`config.mk`:
```
export PLATFORM = sky130hd
export DESIGN_NAME = burst_col_seq
export DESIGN_NICKNAME = d
export VERILOG_FILES = /design/src/rtl/bcs_pkg.sv /design/src/rtl/bcs_len_decode.sv /design/src/rtl/bcs_col_form.sv /design/src/rtl/bcs_beat_ctrl.sv /design/src/rtl/burst_col_seq.sv
export SDC_FILE = /design/constraint.sdc
export NUM_CORES = 1
export LEC_CHECK = 0
export ABC_AREA = 1
export BUFFER_PORTS_ARGS = -buffer_cell sky130_fd_sc_hd__buf_2
export CAP_MARGIN = 30
export CELL_PAD_IN_SITES_DETAIL_PLACEMENT = 0
export CELL_PAD_IN_SITES_GLOBAL_PLACEMENT = 1
export CORE_MARGIN = 2
export CORE_UTILIZATION = 42
export CTS_CLUSTER_SIZE = 10
export DETAILED_ROUTE_END_ITERATION = 10
export GPL_TIMING_DRIVEN = 0
export PLACE_DENSITY = 0.88
export SYNTH_ARGS = -nofsm -noshare
export SYNTH_HDL_FRONTEND = slang
export SYNTH_SLANG_ARGS = --single-unit
```
`constraint.sdc`:
```
create_clock -name clk -period 2.99 [get_ports clk]
set_clock_uncertainty 0.05 [all_clocks]
set_input_delay 0.4485 -clock clk [delete_from_list [all_inputs] [get_ports clk]]
set_output_delay 0.4485 -clock clk [all_outputs]
set_load 0.05 [all_outputs]
```
`src/rtl/bcs_pkg.sv`:
```
// Shared definitions for the burst column sequencer: length codes and the
// decoded burst configuration. Assumes a 3-bit length code on the port.
package bcs_pkg;
    localparam int LC_W = 3;

    localparam logic [LC_W-1:0] LC_B2   = 3'd1;
    localparam logic [LC_W-1:0] LC_B4   = 3'd2;
    localparam logic [LC_W-1:0] LC_B8   = 3'd3;
    localparam logic [LC_W-1:0] LC_B16  = 3'd4;
    localparam logic [LC_W-1:0] LC_PAGE = 3'd7;

    // ok: code is legal; page: whole-row mode; lg: log2 of beats (fixed modes)
    typedef struct packed {
        logic       ok;
        logic       page;
        logic [2:0] lg;
    } len_cfg_t;
endpackage

```
`src/rtl/bcs_len_decode.sv`:
```
// Length code decoder. Turns the length code into a legality flag, a
// page-mode flag and log2 of the burst length. Purely combinational.
// Assumes: reserved codes only need to be flagged, not remapped.
module bcs_len_decode
    import bcs_pkg::*;
(
    input  logic [LC_W-1:0] code_i,
    output len_cfg_t        cfg_o
);
    // Map each code; reserved codes come out with ok = 0.
    always_comb begin
        cfg_o = '{ok: 1'b0, page: 1'b0, lg: 3'd0};
        unique case (code_i)
            LC_B2:   cfg_o = '{ok: 1'b1, page: 1'b0, lg: 3'd1};
            LC_B4:   cfg_o = '{ok: 1'b1, page: 1'b0, lg: 3'd2};
            LC_B8:   cfg_o = '{ok: 1'b1, page: 1'b0, lg: 3'd3};
            LC_B16:  cfg_o = '{ok: 1'b1, page: 1'b0, lg: 3'd4};
            LC_PAGE: cfg_o = '{ok: 1'b1, page: 1'b1, lg: 3'd0};
            default: cfg_o = '{ok: 1'b0, page: 1'b0, lg: 3'd0};
        endcase
    end
endmodule

```
`src/rtl/bcs_col_form.sv`:
```
// Column former. From the held start column and the beat index it builds
// the beat's column: the bits above the burst block come from the start,
// and the bits inside the block are either a sum (sequential) or an XOR
// (interleaved). Page mode uses the full width as the block.
// Also flags the final beat of a fixed burst.
// Assumes: COL_W >= 4 and beat_i < burst length.
module bcs_col_form #(
    parameter int COL_W = 10
) (
    input  logic [COL_W-1:0] base_i,
    input  logic [COL_W-1:0] beat_i,
    input  logic [2:0]       lg_i,
    input  logic             page_i,
    input  logic             ilv_i,
    output logic [COL_W-1:0] col_o,
    output logic             fin_o
);
    logic [COL_W-1:0] mask;
    logic [COL_W-1:0] sum;
    logic [COL_W-1:0] low;

    // Block mask: whole row in page mode, else L-1.
    always_comb begin
        if (page_i) mask = '1;
        else        mask = (COL_W'(1) << lg_i) - COL_W'(1);
    end

    // Inner bits follow the selected order; the start keeps the upper bits.
    always_comb begin
        sum   = base_i + beat_i;
        low   = (ilv_i && !page_i) ? (base_i ^ beat_i) : sum;
        col_o = (base_i & ~mask) | (low & mask);
    end

    // The final beat of a fixed burst has index L-1; page mode never ends.
    always_comb fin_o = !page_i && (beat_i == mask);
endmodule

```
`src/rtl/bcs_beat_ctrl.sv`:
```
// Beat controller. Holds the accepted burst (start column, length, type)
// and a beat index, advances once per cycle, and ends the burst on its
// final beat or on a stop. An accepted start always reloads, so it
// interrupts any burst in flight and outranks a stop in the same cycle.
// Assumes: fin_i comes from the column former for the current beat.
module bcs_beat_ctrl
    import bcs_pkg::*;
#(
    parameter int COL_W = 10
) (
    input  logic             clk,
    input  logic             rst_n,
    input  logic             start_i,
    input  logic [COL_W-1:0] start_col_i,
    input  len_cfg_t         cfg_i,
    input  logic             type_i,
    input  logic             stop_i,
    input  logic             fin_i,
    output logic             act_o,
    output logic [COL_W-1:0] base_o,
    output logic [COL_W-1:0] beat_o,
    output logic [2:0]       lg_o,
    output logic             page_o,
    output logic             ilv_o
);
    logic take;

    // A start is taken only when its length code is legal.
    always_comb take = start_i && cfg_i.ok;

    // Burst state: load on a taken start, else stop, finish or step.
    always_ff @(posedge clk) begin
        if (!rst_n) begin
            act_o  <= 1'b0;
            base_o <= '0;
            beat_o <= '0;
            lg_o   <= 3'd0;
            page_o <= 1'b0;
            ilv_o  <= 1'b0;
        end else if (take) begin
            act_o  <= 1'b1;
            base_o <= start_col_i;
            beat_o <= '0;
            lg_o   <= cfg_i.lg;
            page_o <= cfg_i.page;
            ilv_o  <= type_i;
        end else if (stop_i) begin
            act_o  <= 1'b0;
        end else if (act_o) begin
            if (fin_i) act_o <= 1'b0;
            else       beat_o <= beat_o + COL_W'(1);
        end
    end

    // a stop with no taken start leaves the block idle next cycle
    p_stop_ends_r8: assert property (@(posedge clk) disable iff (!rst_n)
        (stop_i && !(start_i && cfg_i.ok)) |=> !act_o);

    // the final beat of a fixed burst is followed by idle
    p_final_ends_r2: assert property (@(posedge clk) disable iff (!rst_n)
        (act_o && fin_i && !(start_i && cfg_i.ok)) |=> !act_o);

    // without a legal start an idle block stays idle
    p_idle_holds_r9: assert property (@(posedge clk) disable iff (!rst_n)
        (!act_o && !(start_i && cfg_i.ok)) |=> !act_o);
endmodule

```
`src/rtl/burst_col_seq.sv`:
```
// Burst column sequencer top. Decodes the length code, keeps the burst
// state and forms the per-beat column. valid/last come from registered
// state, so beat 0 appears in the cycle after the start edge.
// Assumes: COL_W >= 4 (room for a 16-beat block).
module burst_col_seq
    import bcs_pkg::*;
#(
    parameter int COL_W = 10
) (
    input  logic             clk,
    input  logic             rst_n,
    input  logic             start_i,
    input  logic [COL_W-1:0] start_col_i,
    input  logic [2:0]       len_code_i,
    input  logic             type_i,
    input  logic             stop_i,
    output logic [COL_W-1:0] col_o,
    output logic             valid_o,
    output logic             last_o
);
    len_cfg_t         cfg;
    logic             act;
    logic [COL_W-1:0] base;
    logic [COL_W-1:0] beat;
    logic [2:0]       lg;
    logic             page;
    logic             ilv;
    logic             fin;

    bcs_len_decode u_dec (
        .code_i (len_code_i),
        .cfg_o  (cfg)
    );

    bcs_beat_ctrl #(.COL_W(COL_W)) u_ctrl (
        .clk         (clk),
        .rst_n       (rst_n),
        .start_i     (start_i),
        .start_col_i (start_col_i),
        .cfg_i       (cfg),
        .type_i      (type_i),
        .stop_i      (stop_i),
        .fin_i       (fin),
        .act_o       (act),
        .base_o      (base),
        .beat_o      (beat),
        .lg_o        (lg),
        .page_o      (page),
        .ilv_o       (ilv)
    );

    bcs_col_form #(.COL_W(COL_W)) u_form (
        .base_i (base),
        .beat_i (beat),
        .lg_i   (lg),
        .page_i (page),
        .ilv_i  (ilv),
        .col_o  (col_o),
        .fin_o  (fin)
    );

    // Outputs: beat presence and final-beat marker.
    always_comb begin
        valid_o = act;
        last_o  = act && fin;
    end

    // a legal start shows its own column as beat 0 next cycle
    p_start_col_r7: assert property (@(posedge clk) disable iff (!rst_n)
        (start_i && cfg.ok) |=> (valid_o && col_o == $past(start_col_i)));

    // a continuing beat always moves to a different column
    p_beat_moves_r3: assert property (@(posedge clk) disable iff (!rst_n)
        (valid_o && !last_o && !start_i && !stop_i) |=> (valid_o && col_o != $past(col_o)));
endmodule

```
### Word level (Yosys, flattened, before mapping)

Cells that the tools add are included.

| storage, ports and cells | value |
|---|---|
| bits in registers | 26 |
| latch bits | 0 |
| bits in writable memories | 0 |
| memory bits (read-only) | 0 |
| bits of input ports | 18 |
| output and inout port bits | 12 |
| logic and storage cells | 38 |
| memories kept | 0 |

| operators by class | value |
|---|---|
| $add $sub $neg | 3 |
| multipliers | 0 |
| div/mod/pow operators | 0 |
| magnitude comparators | 0 |
| equal/unequal tests | 6 |
| shift-type cells | 1 |
| multiplexer cells | 7 |
| bitwise logic cells | 8 |
| reduce and logical (&&, ||, !) cells | 7 |

Operator list:

| kind | count |
|---|---|
| 5-bit case mux with 5 select lines | 1 |
| 10-bit bitwise AND | 2 |
| 10-bit 2-to-1 mux | 2 |
| 10-bit by 1-bit adder with 10-bit output (second input constant) | 1 |
| 10-bit adder | 1 |
| 10-bit == test | 1 |
| 10-bit inverter | 1 |
| 10-bit OR | 1 |
| 1-bit by 3-bit << shifter with 10-bit output (first input constant) | 1 |
| 10-bit by 2-bit subtractor with 10-bit output (second input constant) | 1 |
| 10-bit XOR | 1 |
| 3-bit by 2-bit == test with 1-bit output (second input constant) | 2 |
| 3-bit == test (second input constant) | 2 |
| 1-bit logical AND | 4 |
| 1-bit 2-to-1 mux | 4 |
| 3-bit by 1-bit == test with 1-bit output (second input constant) | 1 |
| 1-bit inverter | 3 |
| 3-bit AND reduction | 1 |
| 2-bit OR reduction | 1 |
| 1-bit zero test | 1 |

### Logic depth before layout (Yosys ltp)

| logic depth | value |
|---|---|
| depth in word-level cells | 9 |
| mapped depth | 12 |
| gate-level depth less buffers | 11 |

### Hierarchy

Synthesis repeated with hierarchy kept, for this count alone.

| second synthesis, totals | value |
|---|---|
| cell total of the unflattened synthesis | 288 |
| area total of the unflattened synthesis | 1853.0 sq um |

Modules (own cells, without submodules):

| module | instances | cells each | area each (sq um) | seq. area each (sq um) |
|---|---|---|---|---|
| bcs_beat_ctrl | 1 | 138 | 1051.0 | 520.5 |
| bcs_col_form | 1 | 135 | 740.7 | 0.0 |
| bcs_len_decode | 1 | 13 | 53.8 | 0.0 |
| burst_col_seq | 1 | 2 | 7.5 | 0.0 |

### Worst setup path before layout

OpenSTA, ideal clock, no wires.

| timing | value |
|---|---|
| kind | reg2out |
| start | reg u_ctrl.beat_o[3] |
| end | out col_o[5] |
| arrival | 2.387 ns |
| required time | 2.492 ns |
| path slack | 0.104 ns |
| stages on the path, launching flop included | 10 |
| buffers on the path | 0 |
| cells stage by stage | dfxtp_1 -> ha_1 -> nand2_1 -> nor3_1 -> nand2_1 -> o211ai_1 -> nand2_1 -> nand2_1 -> nand2_1 -> o21ai_0 |

| between the ends | value |
|---|---|
| word-level cells in the longest chain between the ends | 4 |

Ends and longest elaborated chain:

| element | RTL line | RTL |
|---|---|---|
| start, declared | bcs_beat_ctrl.sv:21 | `output logic [COL_W-1:0] beat_o,` |
| start signal, assigned | bcs_beat_ctrl.sv:51 | `else beat_o <= beat_o + COL_W'(1);` |
| 10-bit adder | bcs_col_form.sv:30 | `sum = base_i + beat_i;` |
| 10-bit 2-to-1 mux | bcs_col_form.sv:31 | `low = (ilv_i && !page_i) ? (base_i ^ beat_i) : sum;` |
| 10-bit bitwise AND | bcs_col_form.sv:32 | `col_o = (base_i & ~mask) \| (low & mask);` |
| 10-bit OR | bcs_col_form.sv:32 |  |
| end, declared | burst_col_seq.sv:17 | `output logic [COL_W-1:0] col_o,` |

No other way between the ends.

### Worst setup path after layout

Ends and elaborated chain as after synthesis.

==> impl_metrics.yaml <==
power_and_ir_drop:
  power_switching_mw: 0.289
  p_per_area_nw_per_um2: 384
  seqPwrFrac: 0.449
  p_leak_nw: 1.01
  power_frac_comb: 0.264
  irDropWorstVdd_v: 0.000165
  p_sw_frac: 0.345
  p_int_mw: 0.547
  clockPowerShare: 0.286
sta:
  tightest_slew_ns: 0.472
  finalHoldViolations: 0
  rsz0062_at_grt: "false"
  tns_ns: 0
  relSlewSlack: 0.685
  min_period_ns: 2.80
  timing.fmax_ghz: 0.357
  drv_slew: 0
  setup_violations: 0
  fin_ws_ns: 0.189
  period_share: 0.937
die:
  core_area_um2: 4350
  pin_count: 30
  die_x_um: 71.1
  start_util: 0.434
  die_area_um2: 5060
  rows: 24
  die_h_um: 71.1
yosys:
  synth.most_common_cell: "nand2_1"
  ys_types: 28
  syn_inst: 300
  ys.flop_type: "dfxtp_1"
  syn_area_um2: 1890
  ys_seq_elements: 26
  synthesis.nets: 329
  synth.area.top_cells: "dfxtp_1, nand2_1, nand3_1"
  yosys_warnings: 0
  seq_area_frac_synth: 0.275
  synth_edf_count: 0
  synth_area_leader_cell: "dfxtp_1"
  synth_top_area_frac: 0.275
  synth_common_cells: "nand2_1, nand3_1, inv_1"
  synth_area_per_cell_um2: 6.31
  ys_async_sr_fraction: 0
worst_setup_path:
  critPathBufInv: 1
  cp-startpoint: "u_ctrl.beat_o[3]"
  arrival_ns: 2.30
  cp_cell_sequence: "ha_1, nand2_1, nor3_1, nand2_1, o211ai_1, nand2_1, nand2_1, nand2_1, o21ai_0, clkbuf_4"
  required_ns: 2.49
  path_max_fanout: 7
  crit_family: "simple AND/OR/NAND/NOR gates"
  cp-end-kind: "output port"
  start_kind: "flop"
  path_common_cell: "nand2_1"
  crit_slowest_cell: "ha_1"
  critical_path_class: "flop to output port"
  cpPeakStageDelay_ns: 0.41
  reg2reg_from: "u_ctrl.page_o"
clock_network:
  clk_pin_slew_ns: 0.10
  hold_buffers: 0
  cts-root-buf: "clkbuf_8"
  htreeDepth: 1
  cts_tree: "yes"
  clock-sinks: 26
  insertion_delay_ns: 0.28
  cts.path.max_buffers: 2
  cts_inserted_buffers: 3
placed_design:
  gp_congestion: 0.818
  port_buffers: 29
  post-place-ws_ns: 0.290
  dp_cells: 381
  dpl.hpwl_um: 3920
route:
  via_per_inst: 5.17
  vias: 1992
  drt_iter0_markers: 106
  drt_drc_violations_left: 0
  dr.pass1.iters: 4
  drt-total-wl_um: 4880
  ant_nets: 0
  wire_per_inst_um: 12.7
grt:
  first_global_vias: 1884
  track_usage: 0.210
  grt_pass1_wl_um: 8590
  grt_start_max_net_pins: 15
  grt-ovfl-total: 0
  antenna_found_initial: 0
layout:
  final_cells: 385
  seq_area_um2: 524
  syn2layout_area_growth_pct: 15.1
  multi_input_area_um2: 1190
  diodes: 0
  final_nets: 363
  drive_gt1_frac: 0.126
  fillerInstances: 467
run:
  cap_violations: 0
min_path:
  hold_class: "primary input to flop"
  worstHoldStart: "start_col_i[3]"
outcome:
  run_status: "finished, final reports clean"
stage by stage:
step	hold WS, ns	power, mW	cell area [um^2]	util
2_1_floorplan	0.393	0.545	1890	-
3_3_place_gp	0.413	0.600	2100	0.483
3_5_place_dp	0.419	0.603	2100	0.483
4_1_cts	0.367	0.840	2160	0.496
5_1_grt	0.396	0.882	2180	0.500
6_report	0.363	0.836	2180	0.500
state kept, by name, indices dropped and copies added, names as in the netlist:
register and cells:
u_ctrl.ilv_o 1, u_ctrl.beat_o 10, u_ctrl.lg_o 3, u_ctrl.page_o 1, u_ctrl.base_o 10, u_ctrl.act_o 1
per-layer routing:
| metal | share of wire | GRT usage | up-vias |
|---|---|---|---|
| met2 | 0.46 | 0.359 | 23 |
| met3 | 0.022 | 0.0228 | 7 |
| met1 | 0.50 | 0.281 | 892 |
| li1 | - | - | 1070 |
| met4 | 0.012 | 0.0587 | 0 |
| met5 | 0 | 0 | - |
repair_timing:
action                                 4_1_cts  5_1_grt
gates resized for setup                      1       10
setup buffers                                0        0
setup endpoints to repair                    2        4
endpoints found under the hold margin        0        0
final cells by class:
cell class,instances,area share
plain buffers,8,0.0230
clock buffers,4,0.0253
inverters,35,0.0603
multi-input cells,231,0.549
flip-flops and latches,26,0.241
well taps,52,0.0299
repair buffers,29,0.0718
power groups by stage:
| stage | registers, mW | logic, mW | clock network (mW) |
|---|---|---|---|
| after detailed placement | 0.384 | 0.218 | 0 |
| after global placement | 0.384 | 0.216 | 0 |
| after CTS | 0.376 | 0.219 | 0.244 |
| after global routing | 0.378 | 0.247 | 0.257 |
| final | 0.376 | 0.221 | 0.239 |
| after floorplan | 0.383 | 0.161 | 0 |
layout by cell type, fill, tap and decap left out, drive strengths merged, types with 4 or more instances in the layout:
cell type and count:
nand2 75, nand3 41, inv 35, buf 33, nor2 28, dfxtp 26, a21oi 21, o21ai 19
ha 10, nand4 8, xor2 8, clkbuf 8, nor3 6, o22ai 4
worst register-to-register path, delay by kind of cell, from the launching register on:
kind | cells | cell delay, ns
buf+inv | 3 | 0.48
compound gates | 1 | 0.12
flops | 1 | 0.52
simple gates | 6 | 0.56
logic make-up (layout without fill, tap and decap cells):
logic type / count (synthesis) / count (layout) / synth area share
buf+inv: 43 / 76 / 0.0959
fa+ha+maj: 11 / 11 / 0.0767
compound gates: 53 / 53 / 0.155
simple gates: 159 / 159 / 0.360
flops: 26 / 26 / 0.275
xor+xnor: 8 / 8 / 0.0370
path summary, 6_finish.rpt:
path                            to  slack, ns  cells after the start
hold / removal    u_ctrl.base_o[3]       0.36                      3
setup / recovery          col_o[5]       0.19                     10
setup reg to reg  u_ctrl.beat_o[1]       1.19                     10
hold reg to reg   u_ctrl.base_o[9]       0.43                      2
(Power assumes the default switching activity.)
